## config.mk

```make
export PLATFORM = sky130hd
export DESIGN_NAME = wrsp_gen
export DESIGN_NICKNAME = d
export VERILOG_FILES = /design/src/rtl/wrsp_pkg.sv /design/src/rtl/wrsp_fifo.sv /design/src/rtl/wrsp_gen.sv
export SDC_FILE = /design/constraint.sdc
export NUM_CORES = 1
export LEC_CHECK = 0
export CAP_MARGIN = 20
export CORE_MARGIN = 2
export CORE_UTILIZATION = 40
export CTS_CLUSTER_DIAMETER = 200
export DETAILED_ROUTE_END_ITERATION = 8
export HOLD_SLACK_MARGIN = 0.06
export PLACE_DENSITY_LB_ADDON = 0.1
export RECOVER_POWER = 50
export SLEW_MARGIN = 40
export SYNTH_ARGS = -nofsm -noshare
export SYNTH_HDL_FRONTEND = slang
export SYNTH_SLANG_ARGS = --single-unit
```

## constraint.sdc

```tcl
create_clock -name clk -period 5.2 [get_ports clk]
set_input_delay 1.04 -clock clk [delete_from_list [all_inputs] [get_ports clk]]
set_output_delay 1.04 -clock clk [all_outputs]
set_load 0.1 [all_outputs]
```

## src/rtl/wrsp_pkg.sv

```systemverilog
package wrsp_pkg;
    localparam logic [1:0] RESP_OKAY   = 2'b00;
    localparam logic [1:0] RESP_EXOKAY = 2'b01;
    localparam logic [1:0] RESP_SLVERR = 2'b10;

    function automatic logic [1:0] resp_code(input logic excl, input logic resv);
        return (excl && resv) ? RESP_EXOKAY : RESP_OKAY;
    endfunction
endpackage

```

## src/rtl/wrsp_fifo.sv

```systemverilog
module wrsp_fifo #(
    parameter int WIDTH = 5,
    parameter int DEPTH = 4
) (
    input  logic             clk,
    input  logic             rst_n,
    input  logic             push,
    input  logic [WIDTH-1:0] push_data,
    input  logic             pop,
    output logic [WIDTH-1:0] head,
    output logic             full,
    output logic             empty
);
    localparam int PTR_W = (DEPTH > 1) ? $clog2(DEPTH) : 1;
    localparam int CNT_W = $clog2(DEPTH + 1);
    localparam logic [PTR_W-1:0] LAST_PTR = PTR_W'(DEPTH - 1);
    localparam logic [CNT_W-1:0] FULL_CNT = CNT_W'(DEPTH);

    typedef struct packed {
        logic [DEPTH-1:0][WIDTH-1:0] mem;
        logic [PTR_W-1:0]            wr_ptr;
        logic [PTR_W-1:0]            rd_ptr;
        logic [CNT_W-1:0]            count;
    } fifo_state_t;

    fifo_state_t st_d, st_q;

    assign head  = st_q.mem[st_q.rd_ptr];
    assign full  = (st_q.count == FULL_CNT);
    assign empty = (st_q.count == '0);

    always_comb begin
        st_d = st_q;
        if (push) begin
            st_d.mem[st_q.wr_ptr] = push_data;
            st_d.wr_ptr = (st_q.wr_ptr == LAST_PTR) ? '0 : st_q.wr_ptr + 1'b1;
        end
        if (pop) begin
            st_d.rd_ptr = (st_q.rd_ptr == LAST_PTR) ? '0 : st_q.rd_ptr + 1'b1;
        end
        case ({push, pop})
            2'b10:   st_d.count = st_q.count + 1'b1;
            2'b01:   st_d.count = st_q.count - 1'b1;
            default: st_d.count = st_q.count;
        endcase
    end

    always_ff @(posedge clk) begin
        if (!rst_n) st_q <= '0;
        else        st_q <= st_d;
    end

    // the queue is never written when full nor read when empty
    a_r6_no_overflow: assert property (@(posedge clk) disable iff (!rst_n)
        push |-> (!full || pop));
    a_r7_no_underflow: assert property (@(posedge clk) disable iff (!rst_n)
        pop |-> !empty);
endmodule

```

## src/rtl/wrsp_gen.sv

```systemverilog
module wrsp_gen
    import wrsp_pkg::*;
#(
    parameter int ID_W     = 4,
    parameter int AQ_DEPTH = 4,
    parameter int RQ_DEPTH = 2
) (
    input  logic            clk,
    input  logic            rst_n,
    input  logic            aw_valid,
    output logic            aw_ready,
    input  logic [ID_W-1:0] aw_id,
    input  logic            aw_excl,
    input  logic            w_valid,
    output logic            w_ready,
    input  logic            w_last,
    input  logic            resv_ok,
    output logic            b_valid,
    input  logic            b_ready,
    output logic [ID_W-1:0] b_id,
    output logic [1:0]      b_resp
);
    localparam int AQ_W = ID_W + 1;
    localparam int RQ_W = ID_W + 2;

    logic            aq_full, aq_empty, rq_full, rq_empty;
    logic [AQ_W-1:0] aq_head;
    logic [RQ_W-1:0] rq_head, rq_in;
    logic            aw_fire, w_fire, burst_done, b_fire;

    assign aw_ready   = !aq_full;
    assign aw_fire    = aw_valid && aw_ready;
    assign w_ready    = !aq_empty && !rq_full;
    assign w_fire     = w_valid && w_ready;
    assign burst_done = w_fire && w_last;
    assign b_valid    = !rq_empty;
    assign b_fire     = b_valid && b_ready;
    assign rq_in      = {aq_head[AQ_W-1:1], resp_code(aq_head[0], resv_ok)};
    assign b_id       = rq_head[RQ_W-1:2];
    assign b_resp     = rq_head[1:0];

    wrsp_fifo #(.WIDTH(AQ_W), .DEPTH(AQ_DEPTH)) i_addr_q (
        .clk(clk), .rst_n(rst_n), .push(aw_fire), .push_data({aw_id, aw_excl}),
        .pop(burst_done), .head(aq_head), .full(aq_full), .empty(aq_empty));

    wrsp_fifo #(.WIDTH(RQ_W), .DEPTH(RQ_DEPTH)) i_resp_q (
        .clk(clk), .rst_n(rst_n), .push(burst_done), .push_data(rq_in),
        .pop(b_fire), .head(rq_head), .full(rq_full), .empty(rq_empty));

    logic rst_seen_q;
    always_ff @(posedge clk) rst_seen_q <= rst_n;

    // response valid low in the first cycle out of reset
    always_ff @(posedge clk) begin
        if (rst_n && !rst_seen_q) begin
            a_r1_bvalid_low_at_release: assert (!b_valid);
        end
    end

    a_r2_bvalid_hold: assert property (@(posedge clk) disable iff (!rst_n)
        (b_valid && !b_ready) |=> b_valid);

    a_r3_bfields_stable: assert property (@(posedge clk) disable iff (!rst_n)
        (b_valid && !b_ready) |=> ($stable(b_id) && $stable(b_resp)));

    a_r5_no_slverr: assert property (@(posedge clk) disable iff (!rst_n)
        b_valid |-> (b_resp != RESP_SLVERR));
    // data only while an address waits
    a_r7_data_needs_addr: assert property (@(posedge clk) disable iff (!rst_n)
        w_fire |-> !aq_empty);

    a_r9_no_unknown: assert property (@(posedge clk) disable iff (!rst_n)
        !$isunknown(b_valid) && (!b_valid || !$isunknown({b_id, b_resp})));
endmodule

```

==> qor.yml <==
status: "finished, violations left"
violations: "max-capacitance violations, max-slew violations"
hpwl_um: 2740
placed_cell_area_sq_um: 2240
diodes: 0
avgRoutedWirePerCell_um: 13.0
hold_start: "i_addr_q.st_q[17]$_SDFFE_PN0P_"
min_period_over_period_pct: 68.2
insertion_delay_ps: 290
cp_max_fo: 48
ir_worst_vdd_mv: 0.298
syn_nets: 240
drc: 0
syn_avg_cell_area_sq_um: 9.30
dieArea_sq_um: 5700
max_stage_delay_ps: 1330
layout_setup_ws_ps: 1650
rsz0062_at_grt: "no"
finalHoldViolCount: 0
setup_viol: 0
setup.worst_path.end_class: "register"
drtPass1Iterations: 4
crit_path_cell_trace: "dlygate4sd3_1 -> clkbuf_1 -> inv_1 -> a21oi_1"
cts.htree.levels: 2
yosysWarningCount: 0
r2r-start: "i_addr_q.st_q[2]$_SDFFE_PN0P_"
hold_class: "register to register"
grtUsageTotal_pct: 16.3
path_buf_inv: 3
fin_skew_ps: 2.39
rows: 26
fin_nets: 254
whs_ps: 460
crit_type: "primary input to register"
area_growth_pct: 15.0
grt_pass1_wl_um: 6920
synth-seq-cells: 41
drt_iter0_markers: 63
timing.rr.end: "i_addr_q.st_q[2]$_SDFFE_PN0P_"
layout_commonest_cell: "dfxtp_1"
cp_top_family: "buffers and inverters"
postCtsResizedCells: 0
seq_area_frac_synth_pct: 40.1
period_minus_slack_ps: 3550
setup_tns_ps: 0
vias_per_cell: 4.99
rrSetupSlack_ps: 2820
final_cell_mix: "dfxtp_1 (41), nand2_1 (39), mux2i_1 (28)"
critPathLaunchType: "primary input"
cts_tree: "built"
grt_start_max_net_pins: 49
drive_gt1_share_pct: 15.3
cts_buffers: 5
critPathSlowestCell: "clkbuf_1"
finalWirelength_um: 3980
holdBufCountCts: 0
whs_path_depth: 2
cts.sinks: 41
critPathRequiredTime_ps: 5410
p_per_area_nw_per_um2: 393
io_buffers: 19
grt_antenna_before_repair: 0
via_count: 1521
tightest_slew_ps: 1870
cp.arrival_ps: 3760
die_w_um: 75.5
grt_pass1_vias: 1415
post_cts_buffers: 0
cts_max_path_buffers: 2
grt-ovfl-total: 0
clkTransAtPathRegs_ps: 80
dp_slack_ps: 1870
routabilityCongestion: 0.700
ios: 21
hold-path-endpoint: "i_addr_q.st_q[17]$_SDFFE_PN0P_"
initial_core_util_pct: 40.8
core-area_sq_um: 5010
syn_area_sq_um: 2050
die_y_um: 75.5
postLayoutCellArea_sq_um: 2350
synth.distinct_cells: 36
relSlewSlack_pct: -24.3
timing.final.max_slew_violations: 49
drv_cap: 1
fmax_mhz: 282
power.leakage_nw: 0.943
syn-instance-count: 220
root_buffer: "clkbuf_8"
r2r_cells: 8
drtAntennaViolNets: 0
-- where the power goes --
group | total, mW | internal [mW] | switching, mW
combinational | 0.276 | 0.0896 | 0.186
sequential | 0.380 | 0.342 | 0.0381
clock | 0.269 | 0.156 | 0.113
-- flip-flops by register name, summed over array words and instances (netlist names) --
| signal | flops |
|---|---|
| i_addr_q.st_q | 27 |
| i_resp_q.st_q | 14 |
-- how the worst max path moves through the flow --
| stage | from | to | slack [ps] | cells past startpoint |
|---|---|---|---|---|
| 6_report | rst_n | i_addr_q.st_q[4]$_SDFFE_PN0N_ | 1650 | 4 |
| 5_1_grt | rst_n | i_addr_q.st_q[4]$_SDFFE_PN0N_ | 1190 | 4 |
| 4_1_cts | w_last | i_addr_q.st_q[2]$_SDFFE_PN0P_ | 2190 | 10 |
| 3_5_place_dp | w_last | i_addr_q.st_q[2]$_SDFFE_PN0P_ | 1870 | 10 |
| 3_3_place_gp | w_last | i_addr_q.st_q[2]$_SDFFE_PN0P_ | 1900 | 10 |
| 2_1_floorplan | w_last | i_addr_q.st_q[2]$_SDFFE_PN0P_ | 2350 | 9 |
-- through the flow --
stage / power (mW) / util (%) / std cells
after global routing: 0.977 / 47.0 / 305
after global placement: 0.678 / 45.4 / 297
after CTS: 0.936 / 47.0 / 305
after detailed placement: 0.665 / 44.6 / 297
after floorplan: 0.615 / - / 220
final: 0.925 / 47.0 / 305
-- layer usage --
layer | wire (um) | track usage (%)
met1 | 2020 | 22.8
met2 | 1740 | 24.3
met3 | 151 | 4.37
met4 | 66 | 5.85
met5 | 0 | 0
-- area by class of cell --
cell class	count	area, sq um
Fill cell	510	2660
Multi-Input combinational cell	157	1130
Sequential cell	41	821
Timing Repair Buffer	21	161
Tap cell	70	87.6
Clock buffer	6	82.6
Clock inverter	2	37.5
Inverter	8	30.0
-- cell families (layout without fill, tap and decap cells) --
kind of cell	count (synthesis)	after routing	share of synthesized area, %
xor+xnor	5	5	2.14
buf+inv	22	37	4.53
compound gates	26	26	8.93
flops	41	41	40.1
simple gates	79	79	19.1
other cells	1	1	0.183
mux	38	38	19.8
fa+ha+maj	8	8	5.26
-- synthesized netlist by cell type --
| library cell | n | area (sq um) |
|---|---|---|
| dfxtp_1 | 41 | 821 |
| nand2_1 | 39 | 146 |
| mux2i_1 | 28 | 280 |
| nand3_1 | 12 | 60.1 |
| o221ai_1 | 10 | 87.6 |
| mux2_2 | 9 | 101 |
| a21oi_1 | 8 | 40.0 |
| inv_1 | 8 | 30.0 |
| nor2_1 | 8 | 30.0 |
| clkbuf_1 | 7 | 26.3 |
| ha_1 | 7 | 87.6 |
| buf_2 | 5 | 25.0 |
| nand3_2 | 4 | 40.0 |
| nand4_1 | 4 | 25.0 |
| o31ai_1 | 3 | 22.5 |
| xor2_1 | 3 | 26.3 |
| a21o_1 | 2 | 15.0 |
| o21ai_0 | 2 | 10.0 |
| or3_1 | 2 | 12.5 |
| xnor2_1 | 2 | 17.5 |
| and2_1 | 1 | 6.26 |
| buf_1 | 1 | 3.75 |
| buf_4 | 1 | 7.51 |
| conb_1 | 1 | 3.75 |
| fa_1 | 1 | 20.0 |
| mux4_2 | 1 | 22.5 |
| nand2b_1 | 1 | 6.26 |
| nor2b_1 | 1 | 6.26 |
| nor2b_2 | 1 | 8.76 |
| nor3_1 | 1 | 5.00 |
| nor3_2 | 1 | 10.0 |
| o21a_1 | 1 | 7.51 |
| or2_2 | 1 | 6.26 |
| or3_2 | 1 | 7.51 |
| or3b_1 | 1 | 8.76 |
| or4_4 | 1 | 11.3 |
-- worst register-to-register path, cell delays in order, from the launching register on --
cell and delay, ps:
dfxtp_1 400, or3b_1 550, nand2_1 150, ha_1 190, inv_1 60, fa_1 370
xor2_1 150, or3_1 300, a21oi_1 140
(Power assumes the default switching activity.)
